**src/rtl/irt_pkg.sv**
```systemverilog
package irt_pkg;
  typedef enum logic [1:0] {
    ST_IDLE  = 2'd0,
    ST_RWAIT = 2'd1,
    ST_XFER  = 2'd2
  } irt_st_e;

  localparam logic [1:0] CMD_PLAIN = 2'd0;
  localparam logic [1:0] CMD_LINE  = 2'd1;
  localparam logic [1:0] CMD_MULTI = 2'd2;
endpackage

```
**src/rtl/irt_dt_rec.sv**
```systemverilog
module irt_dt_rec #(
  parameter int AW = 16
) (
  input  logic          clk,
  input  logic          rst_n,
  input  logic          cap,
  input  logic [AW-1:0] cap_addr,
  input  logic [1:0]    cap_cmd,
  input  logic          clr,
  input  logic          wr_pend,
  input  logic          snp_done,
  input  logic [AW-1:0] q_addr,
  input  logic [1:0]    q_cmd,
  output logic          vld,
  output logic          hit
);
  logic [AW-1:0] r_addr;
  logic [1:0]    r_cmd;
  logic          drained;
  logic          snp_ok;

  // ready only on exact repeat, after drain and snoop completion were registered
  assign hit = vld && (q_addr == r_addr) && (q_cmd == r_cmd) && drained && snp_ok;

  always_ff @(posedge clk) begin
    if (!rst_n) begin
      vld     <= 1'b0;
      r_addr  <= '0;
      r_cmd   <= '0;
      drained <= 1'b0;
      snp_ok  <= 1'b0;
    end else if (cap) begin
      vld     <= 1'b1;
      r_addr  <= cap_addr;
      r_cmd   <= cap_cmd;
      drained <= 1'b0;
      snp_ok  <= 1'b0;
    end else if (clr) begin
      vld <= 1'b0;
    end else if (vld) begin
      if (!wr_pend)  drained <= 1'b1;
      if (snp_done)  snp_ok  <= 1'b1;
    end
  end
endmodule

```
**src/rtl/irt_ctmo.sv**
```systemverilog
module irt_ctmo #(
  parameter int TMO = 32
) (
  input  logic clk,
  input  logic rst_n,
  input  logic en,
  input  logic pend,
  output logic fire
);
  localparam int CW = (TMO > 1) ? $clog2(TMO) : 1;
  localparam logic [CW-1:0] LAST = CW'(TMO - 1);

  logic [CW-1:0] cnt;

  assign fire = en && pend && (cnt == LAST);

  always_ff @(posedge clk) begin
    if (!rst_n)                   cnt <= '0;
    else if (en && pend && !fire) cnt <= cnt + 1'b1;
    else                          cnt <= '0;
  end
endmodule

```
**src/rtl/irt_ctrl.sv**
```systemverilog
module irt_ctrl
  import irt_pkg::*;
#(
  parameter int AW     = 16,
  parameter int LINE_B = 32,
  parameter int PAGE_B = 2048,
  parameter int AHEAD  = 3,
  parameter int TMO    = 32,
  parameter int RDLY   = 3
) (
  input  logic          clk,
  input  logic          rst_n,
  input  logic          frame_start,
  input  logic [AW-1:0] req_addr,
  input  logic [1:0]    req_cmd,
  input  logic          dat_vld,
  input  logic          dat_last,
  output logic          dat_rdy,
  input  logic          ob_wr_pend,
  input  logic          ob_rd_pend,
  input  logic          snoop_done,
  output logic          retry,
  output logic          disconnect,
  output logic          snoop_req,
  output logic          dt_valid
);
  localparam int LB  = $clog2(LINE_B);
  localparam int PB  = $clog2(PAGE_B);
  localparam int XW  = AW + 1;
  localparam int RCW = (RDLY > 2) ? $clog2(RDLY) : 1;
  localparam logic [XW-1:0]  LINE_X = XW'(LINE_B);
  localparam logic [XW-1:0]  WIN_X  = XW'((AHEAD + 1) * LINE_B);
  localparam logic [XW-1:0]  PAGE_X = XW'(PAGE_B);
  localparam logic [XW-1:0]  BEAT_X = XW'(4);
  localparam logic [RCW-1:0] RLAST  = RCW'(RDLY - 2);

  irt_st_e       st;
  logic [RCW-1:0] rcnt;
  logic [XW-1:0] cur, fend, plim;
  logic [AW-1:0] saddr;
  logic [1:0]    bcmd;
  logic          got_data, stop;

  logic in_idle, in_xfer, dt_hit, tmo_fire;
  logic go_rwait, cap_f, cap_x, dt_clr;
  logic early_wr, stop_now, end_now, ahead_ok, beat;
  logic [XW-1:0] cur_line;

  assign in_idle  = (st == ST_IDLE);
  assign in_xfer  = (st == ST_XFER);
  assign cur_line = {cur[XW-1:LB], {LB{1'b0}}};

  // frame-time decision
  assign go_rwait = ob_wr_pend || (dt_valid && !dt_hit);
  assign cap_f    = in_idle && frame_start && ob_wr_pend && !dt_valid;
  assign dt_clr   = in_idle && frame_start && !ob_wr_pend && dt_valid && dt_hit;

  // in-burst hazards
  assign early_wr = in_xfer && ob_wr_pend && !got_data;
  assign cap_x    = early_wr && !dt_valid;
  assign stop_now = ob_wr_pend && got_data && (bcmd != CMD_PLAIN);
  assign end_now  = in_xfer && got_data && (cur == fend) && (stop || fend == plim);
  assign dat_rdy  = in_xfer && (cur < fend) && !early_wr && !tmo_fire;
  assign beat     = dat_vld && dat_rdy;
  assign ahead_ok = in_xfer && !stop && !stop_now && !early_wr && !tmo_fire &&
                    !end_now && !(beat && dat_last) &&
                    (fend < plim) && ((fend - cur_line) < WIN_X);

  irt_dt_rec #(.AW(AW)) u_rec (
    .clk      (clk),
    .rst_n    (rst_n),
    .cap      (cap_f || cap_x),
    .cap_addr (in_idle ? req_addr : saddr),
    .cap_cmd  (in_idle ? req_cmd : bcmd),
    .clr      (dt_clr),
    .wr_pend  (ob_wr_pend),
    .snp_done (snoop_done),
    .q_addr   (req_addr),
    .q_cmd    (req_cmd),
    .vld      (dt_valid),
    .hit      (dt_hit)
  );

  irt_ctmo #(.TMO(TMO)) u_tmo (
    .clk   (clk),
    .rst_n (rst_n),
    .en    (in_xfer),
    .pend  (ob_rd_pend),
    .fire  (tmo_fire)
  );

  always_ff @(posedge clk) begin
    if (!rst_n) begin
      st         <= ST_IDLE;
      rcnt       <= '0;
      cur        <= '0;
      fend       <= '0;
      plim       <= '0;
      saddr      <= '0;
      bcmd       <= CMD_PLAIN;
      got_data   <= 1'b0;
      stop       <= 1'b0;
      retry      <= 1'b0;
      disconnect <= 1'b0;
      snoop_req  <= 1'b0;
    end else begin
      retry      <= 1'b0;
      disconnect <= 1'b0;
      snoop_req  <= 1'b0;
      unique case (st)
        ST_IDLE: begin
          if (frame_start) begin
            if (go_rwait) begin
              st        <= ST_RWAIT;
              rcnt      <= '0;
              snoop_req <= cap_f;
            end else begin
              st       <= ST_XFER;
              cur      <= {1'b0, req_addr[AW-1:2], 2'b00};
              fend     <= {1'b0, req_addr[AW-1:LB], {LB{1'b0}}};
              plim     <= {1'b0, req_addr[AW-1:PB], {PB{1'b0}}} + PAGE_X;
              saddr    <= req_addr;
              bcmd     <= req_cmd;
              got_data <= 1'b0;
              stop     <= 1'b0;
            end
          end
        end
        ST_RWAIT: begin
          if (rcnt == RLAST) begin
            retry <= 1'b1;
            st    <= ST_IDLE;
          end else begin
            rcnt <= rcnt + 1'b1;
          end
        end
        ST_XFER: begin
          if (early_wr) begin
            retry     <= 1'b1;
            snoop_req <= !dt_valid;
            st        <= ST_IDLE;
          end else if (tmo_fire) begin
            retry <= 1'b1;
            st    <= ST_IDLE;
          end else if (end_now) begin
            disconnect <= 1'b1;
            st         <= ST_IDLE;
          end else begin
            if (beat) begin
              cur      <= cur + BEAT_X;
              got_data <= 1'b1;
              if (dat_last) st <= ST_IDLE;
            end
            if (stop_now) stop <= 1'b1;
            if (ahead_ok) begin
              snoop_req <= 1'b1;
              fend      <= fend + LINE_X;
            end
          end
        end
        default: st <= ST_IDLE;
      endcase
    end
  end
endmodule

```
**config.mk**
```make
export PLATFORM = sky130hd
export DESIGN_NAME = irt_ctrl
export DESIGN_NICKNAME = d
export VERILOG_FILES = /design/src/rtl/irt_pkg.sv /design/src/rtl/irt_dt_rec.sv /design/src/rtl/irt_ctmo.sv /design/src/rtl/irt_ctrl.sv
export SDC_FILE = /design/constraint.sdc
export NUM_CORES = 1
export LEC_CHECK = 0
export ABC_AREA = 1
export ABC_CLOCK_PERIOD_IN_PS = 2600
export CORE_MARGIN = 4
export CORE_UTILIZATION = 50
export DETAILED_ROUTE_END_ITERATION = 10
export DONT_BUFFER_PORTS = 1
export GPL_TIMING_DRIVEN = 0
export PLACE_DENSITY_LB_ADDON = 0.1
export SYNTH_ARGS = -nofsm -noshare
export SYNTH_HDL_FRONTEND = slang
export SYNTH_HIERARCHICAL = 1
export SYNTH_SLANG_ARGS = --single-unit
```
**constraint.sdc**
```tcl
create_clock -name clk -period 2.6 [get_ports clk]
set_input_delay 0.13 -clock clk [delete_from_list [all_inputs] [get_ports clk]]
set_output_delay 0.13 -clock clk [all_outputs]
set_load 0.03 [all_outputs]
```
# Yosys cells after proc, flatten, opt, wreduce, memory -nomap -nowiden
# Index checks and enable logic that the tools add are counted.
# totals
ff_bits	104
input_bits	26
out_inout_bits	5
wordCells	172
# op_classes
addsub	6
n_lt_le_gt_ge	3
n_eq_ne	21
mux	55
bitwise_logic	5
n_reduce_logical	64
# op_table
cell	n
2-to-1 mux 17 bit	12
one-hot mux 17 bit (2 select lines)	2
logical AND 1 bit	35
== test 17 bit	2
< comparator 17 bit	2
2-to-1 mux 2 bit	12
2-to-1 mux 1 bit	22
AND reduction 7 bit	3
adder 16 x 12 -> 17 bit (second input constant)	1
adder 17 x 3 -> 17 bit (second input constant)	1
adder 17 x 6 -> 17 bit (second input constant)	1
< comparator 17 x 8 -> 1 bit (second input constant)	1
subtractor 17 bit	1
== test 16 bit	1
2-to-1 mux 16 bit	1
inequality test 2 bit (second input constant)	7
logical NOT 1 bit	10
AND reduction 3 bit	3
inequality test 2 x 1 -> 1 bit (second input constant)	4
one-hot mux 1 bit (2 select lines)	4
AND reduction 4 bit	2
nonzero test 2 bit	4
one-hot mux 2 bit (3 select lines)	1
adder 5 x 1 -> 5 bit (second input constant)	1
14 further kinds	21

# Logic depth before layout (Yosys ltp)
# logic_depth
word_depth	17
mapped_depth	19
depth_no_buf	19

# Hierarchy
# The synthesis kept the hierarchy.
# by_module_without_submodules
module	instances	cells_each	area_each_um2	seq_area_each_um2
irt_ctrl	1	716	4483.0	1201.2
irt_dt_rec	1	156	1047.3	420.4
irt_ctmo	1	26	216.5	100.1

# Worst setup path before layout
# Ideal clock, no wire load.
# synth_timing
path_kind	register to register
start	register u_rec.vld
end	register cur[16]
setup_time_ns	0.072
arrival_time_ns	2.184
required_time_ns	2.528
slack_ns	0.343
stages_incl_launch_ff	18
n_path_buf	0
synth_period_minus_slack_ns	2.257
path_cell_list	dfxtp_1 -> nand2_1 -> nor2_1 -> nand3_1 -> nor2_1 -> nand3_1 -> nor2_1 -> inv_1 -> nand2_1 -> nand3_1 -> nor2_1 -> a21oi_1 -> inv_1 -> nand2_2 -> inv_2 -> nand2_1 -> or2_1 -> a21oi_1
# synth_between
elab_chain_cells	9
# synth_lines
element	line_no	source
start: declaration	irt_dt_rec.sv:14	output logic vld,
start signal: assignment	irt_dt_rec.sv:27	vld <= 1'b0;
start signal: assignment	irt_dt_rec.sv:33	vld <= 1'b1;
start signal: assignment	irt_dt_rec.sv:39	vld <= 1'b0;
logical AND 1 bit (4 in series)	irt_dt_rec.sv:23	assign hit = vld && (q_addr == r_addr) && (q_cmd == r_cmd) && drained && snp_ok;
net dt_hit	irt_ctrl.sv:44	logic in_idle, in_xfer, dt_hit, tmo_fire;
logical NOT 1 bit	irt_ctrl.sv:54	assign go_rwait = ob_wr_pend || (dt_valid && !dt_hit);
logical AND 1 bit	irt_ctrl.sv:54	
logical OR 1 bit	irt_ctrl.sv:54	
inequality test 2 bit (no line)	--	
AND reduction 7 bit (no line)	--	
end signal: assignment	irt_ctrl.sv:119	cur <= {1'b0, req_addr[AW-1:2], 2'b00};
end signal: assignment	irt_ctrl.sv:150	cur <= cur + BEAT_X;
end: declaration	irt_ctrl.sv:39	logic [XW-1:0] cur, fend, plim;
# The timed path passes the listed nets, and every way through them passes these cells.
# A chain may end at the register's enable or synchronous reset.

# Final worst setup path
# Same ends and word-level chain as after synthesis.

==> results.cfg <==
[routing]
wl_per_cell_um = 16.3
ant_nets = 0
viasPerCell = 5.47
drc = 0
firstDrtPassIters = 6
vias = 5947
routed_wl_um = 17700
drt_iter0_markers = 585

[synthesis]
synth_area_leaders = dfxtp_1 30%, nand2_1 15%, ha_1 8.5%
synthCells = 898
synth_top_area_cell = dfxtp_1
synth-warning-count = 6
synth_nets = 963
ys_ff_latch = 86
synth_cell_types = 38
yosysTopAreaCellShare = 0.300
yosysSeqAreaShare = 0.300
syn_area_per_cell_um2 = 6.40
syn-cell-area_um2 = 5750

[timing]
setup_viol = 0
max_freq_mhz = 397
finalClockSkew_ns = 0.00637
min_period_over_period = 0.969
whs_ns = 0.00166
slew_headroom = 0.499
tightest_slew_ns = 0.751
hold_viol = 0
fin_crit_ns = 2.52
slew_violations = 0

[global_routing]
grt.overflow.total = 0
grt_first_pass_wirelength_um = 27700
grt_pass1_vias = 5503
antenna_found_initial = 0
grt_usage = 0.266
grt_start_max_net_pins = 14

[layout]
antenna_cells = 0
drive_above_1_share = 0.117
mostFrequentLayoutCells = 219 x nand2_1, 120 x inv_1, 105 x nor2_1
layout_commonest_cell = nand2_1
final_util = 0.610
area_growth_syn_to_layout_pct = 17.0
nets = 1010
final_cells = 1088
stdcell_area_um2 = 6730

[power_and_ir_drop]
powerDensity_nw_per_um2 = 1160
total_power_w = 0.00778
p_leak_nw = 3.05
vdd_ir_drop_max_mv = 0.630

[floorplanning]
core_um2 = 11000
io_pins = 31
start_util = 0.521
die_y_um = 115
die_x_um = 115
num_rows = 38
dieArea_um2 = 13300

[placement]
dp_hpwl_um = 12900
postPlaceCellArea_um2 = 5920
port_buffers = 0
place_congestion = 0.943
dp_cells = 1038

[outcome]
status = completed

[cts]
cts.sinks = 86
cts_tree = built
clock_latency_ns = 0.35
root_buffer = clkbuf_16
cts.path.max_buffers = 2
cts-buffers-inserted = 9
h-tree-depth = 3
clk_pin_slew_ns = 0.06

[min_path]
hold_class = in2reg

[setup_path]
critPathMaxStageDelay_ns = 0.43
crit_chain = nand2_1, nor2_4, nand3_1, nor2_1, nand3_1, nor2_2, inv_1, nand2_1, nand3_2, nor2_4, a21oi_1, inv_2, nand2_4, inv_4, nand2_2, or2_1, a21oi_1
start_kind = register
critical_path_class = reg2reg
cpMaxStageDelayCell = dfxtp_4
cp_max_fo = 7
end_kind = register
cp.required_ns = 2.88
arrival_ns = 2.79

[run]
cap_viol_max_count = 0
registers in the layout, summed over array words and instances, names as in the netlist:
name,cells
saddr,16
u_rec/r_addr,16
cur,15
fend,12
plim,6
u_tmo/cnt,5
bcmd,2
rcnt,2
st,2
u_rec/r_cmd,2
disconnect,1
got_data,1
retry,1
snoop_req,1
stop,1
u_rec/drained,1
u_rec/snp_ok,1
u_rec/vld,1
where the power goes:
part	total (W)	internal (W)	leakage [nW]	switching, W
clock network	0.00121	0.000663	0.120	0.000548
logic	0.00458	0.00165	2.22	0.00293
registers	0.00199	0.00166	0.707	0.000322
total	0.00778	0.00398	3.05	0.00380
metal layers:
metal / share of wire / routed length (um) / track usage
met3: 0.083 / 1480 / 0.0647
met4: 0.019 / 333 / 0.0814
met5: 0 / 0 / 0
met1: 0.45 / 7900 / 0.354
met2: 0.45 / 7980 / 0.427
what timing repair did:
action | CTS | global route
hold buffers | 22 | 0
resized for setup | 15 | 56
setup endpoints to repair | 53 | 70
buffers inserted | 2 | 10
gates cloned | 0 | 2
hold endpoints to repair | 28 | 0
pin swaps | 1 | 11
final timing paths:
path	startpoint	end	slack, ns	cells past startpoint
max reg2reg	u_rec/vld	cur[16]	0.08	17
max	u_rec/vld	cur[16]	0.08	17
min reg2reg	u_rec/snp_ok	u_rec/snp_ok	0.46	2
min	req_addr[14]	cur[14]	0.002	2
area by class of cell:
type | instances | area (um2)
Clock inverter | 3 | 22.5
Fill cell | 1058 | 4300
Inverter | 128 | 483
Sequential cell | 86 | 1730
Timing Repair Buffer | 35 | 344
Tap cell | 140 | 175
Multi-Input combinational cell | 655 | 3540
Buffer | 30 | 185
Clock buffer | 11 | 243
kinds of logic (layout without fill, tap and decap cells):
| group | Yosys count | in the layout | share of synthesized area |
|---|---|---|---|
| AO/OA/AOI/OAI | 172 | 172 | 0.158 |
| XOR/XNOR | 24 | 24 | 0.0366 |
| adder cells (fa/ha/maj) | 39 | 39 | 0.0849 |
| buffers and inverters | 158 | 207 | 0.111 |
| flip-flops | 86 | 86 | 0.300 |
| AND/OR/NAND/NOR | 419 | 420 | 0.310 |
stage by stage:
stage,setup slack [ns],setup TNS [ns]
detailed placement,-0.693,-24.72
CTS,-0.0321,-0.0951
finish,0.0804,0
global placement,-0.591,-20.08
floorplan,0.343,0
global route,-0.0400,-0.313
critical path: cells and delay by family, from the launching register on:
kind	cells	cell delay, ns
AOI/OAI and AO/OA	2	0.18
buffers and inverters	3	0.28
DFF	1	0.43
and+or+nand+nor	12	1.55
cell usage after synthesis:
| cell type | count |
|---|---|
| nand2_1 | 222 |
| inv_1 | 122 |
| nor2_1 | 110 |
| dfxtp_1 | 86 |
| o21ai_0 | 80 |
| a21oi_1 | 73 |
| ha_1 | 39 |
| nand3_1 | 39 |
| clkbuf_1 | 15 |
| xor2_1 | 14 |
| xnor2_1 | 10 |
| nor2_2 | 9 |
| a31oi_1 | 7 |
| nand3_2 | 7 |
| nand4_1 | 7 |
| inv_2 | 6 |
| nand2_2 | 6 |
| nor3_1 | 6 |
| buf_1 | 5 |
| buf_2 | 5 |
| a21oi_2 | 4 |
| nand3b_1 | 3 |
| or2_2 | 3 |
| a211oi_1 | 2 |
| buf_6 | 2 |
| buf_8 | 2 |
| nor4_1 | 2 |
| o21a_1 | 2 |
| a21boi_0 | 1 |
| and2_1 | 1 |
| buf_4 | 1 |
| nand2_4 | 1 |
| nand4_2 | 1 |
| nor2_4 | 1 |
| o2111ai_1 | 1 |
| o211ai_1 | 1 |
| o21bai_1 | 1 |
| or2_1 | 1 |
(Power assumes the default switching activity.)
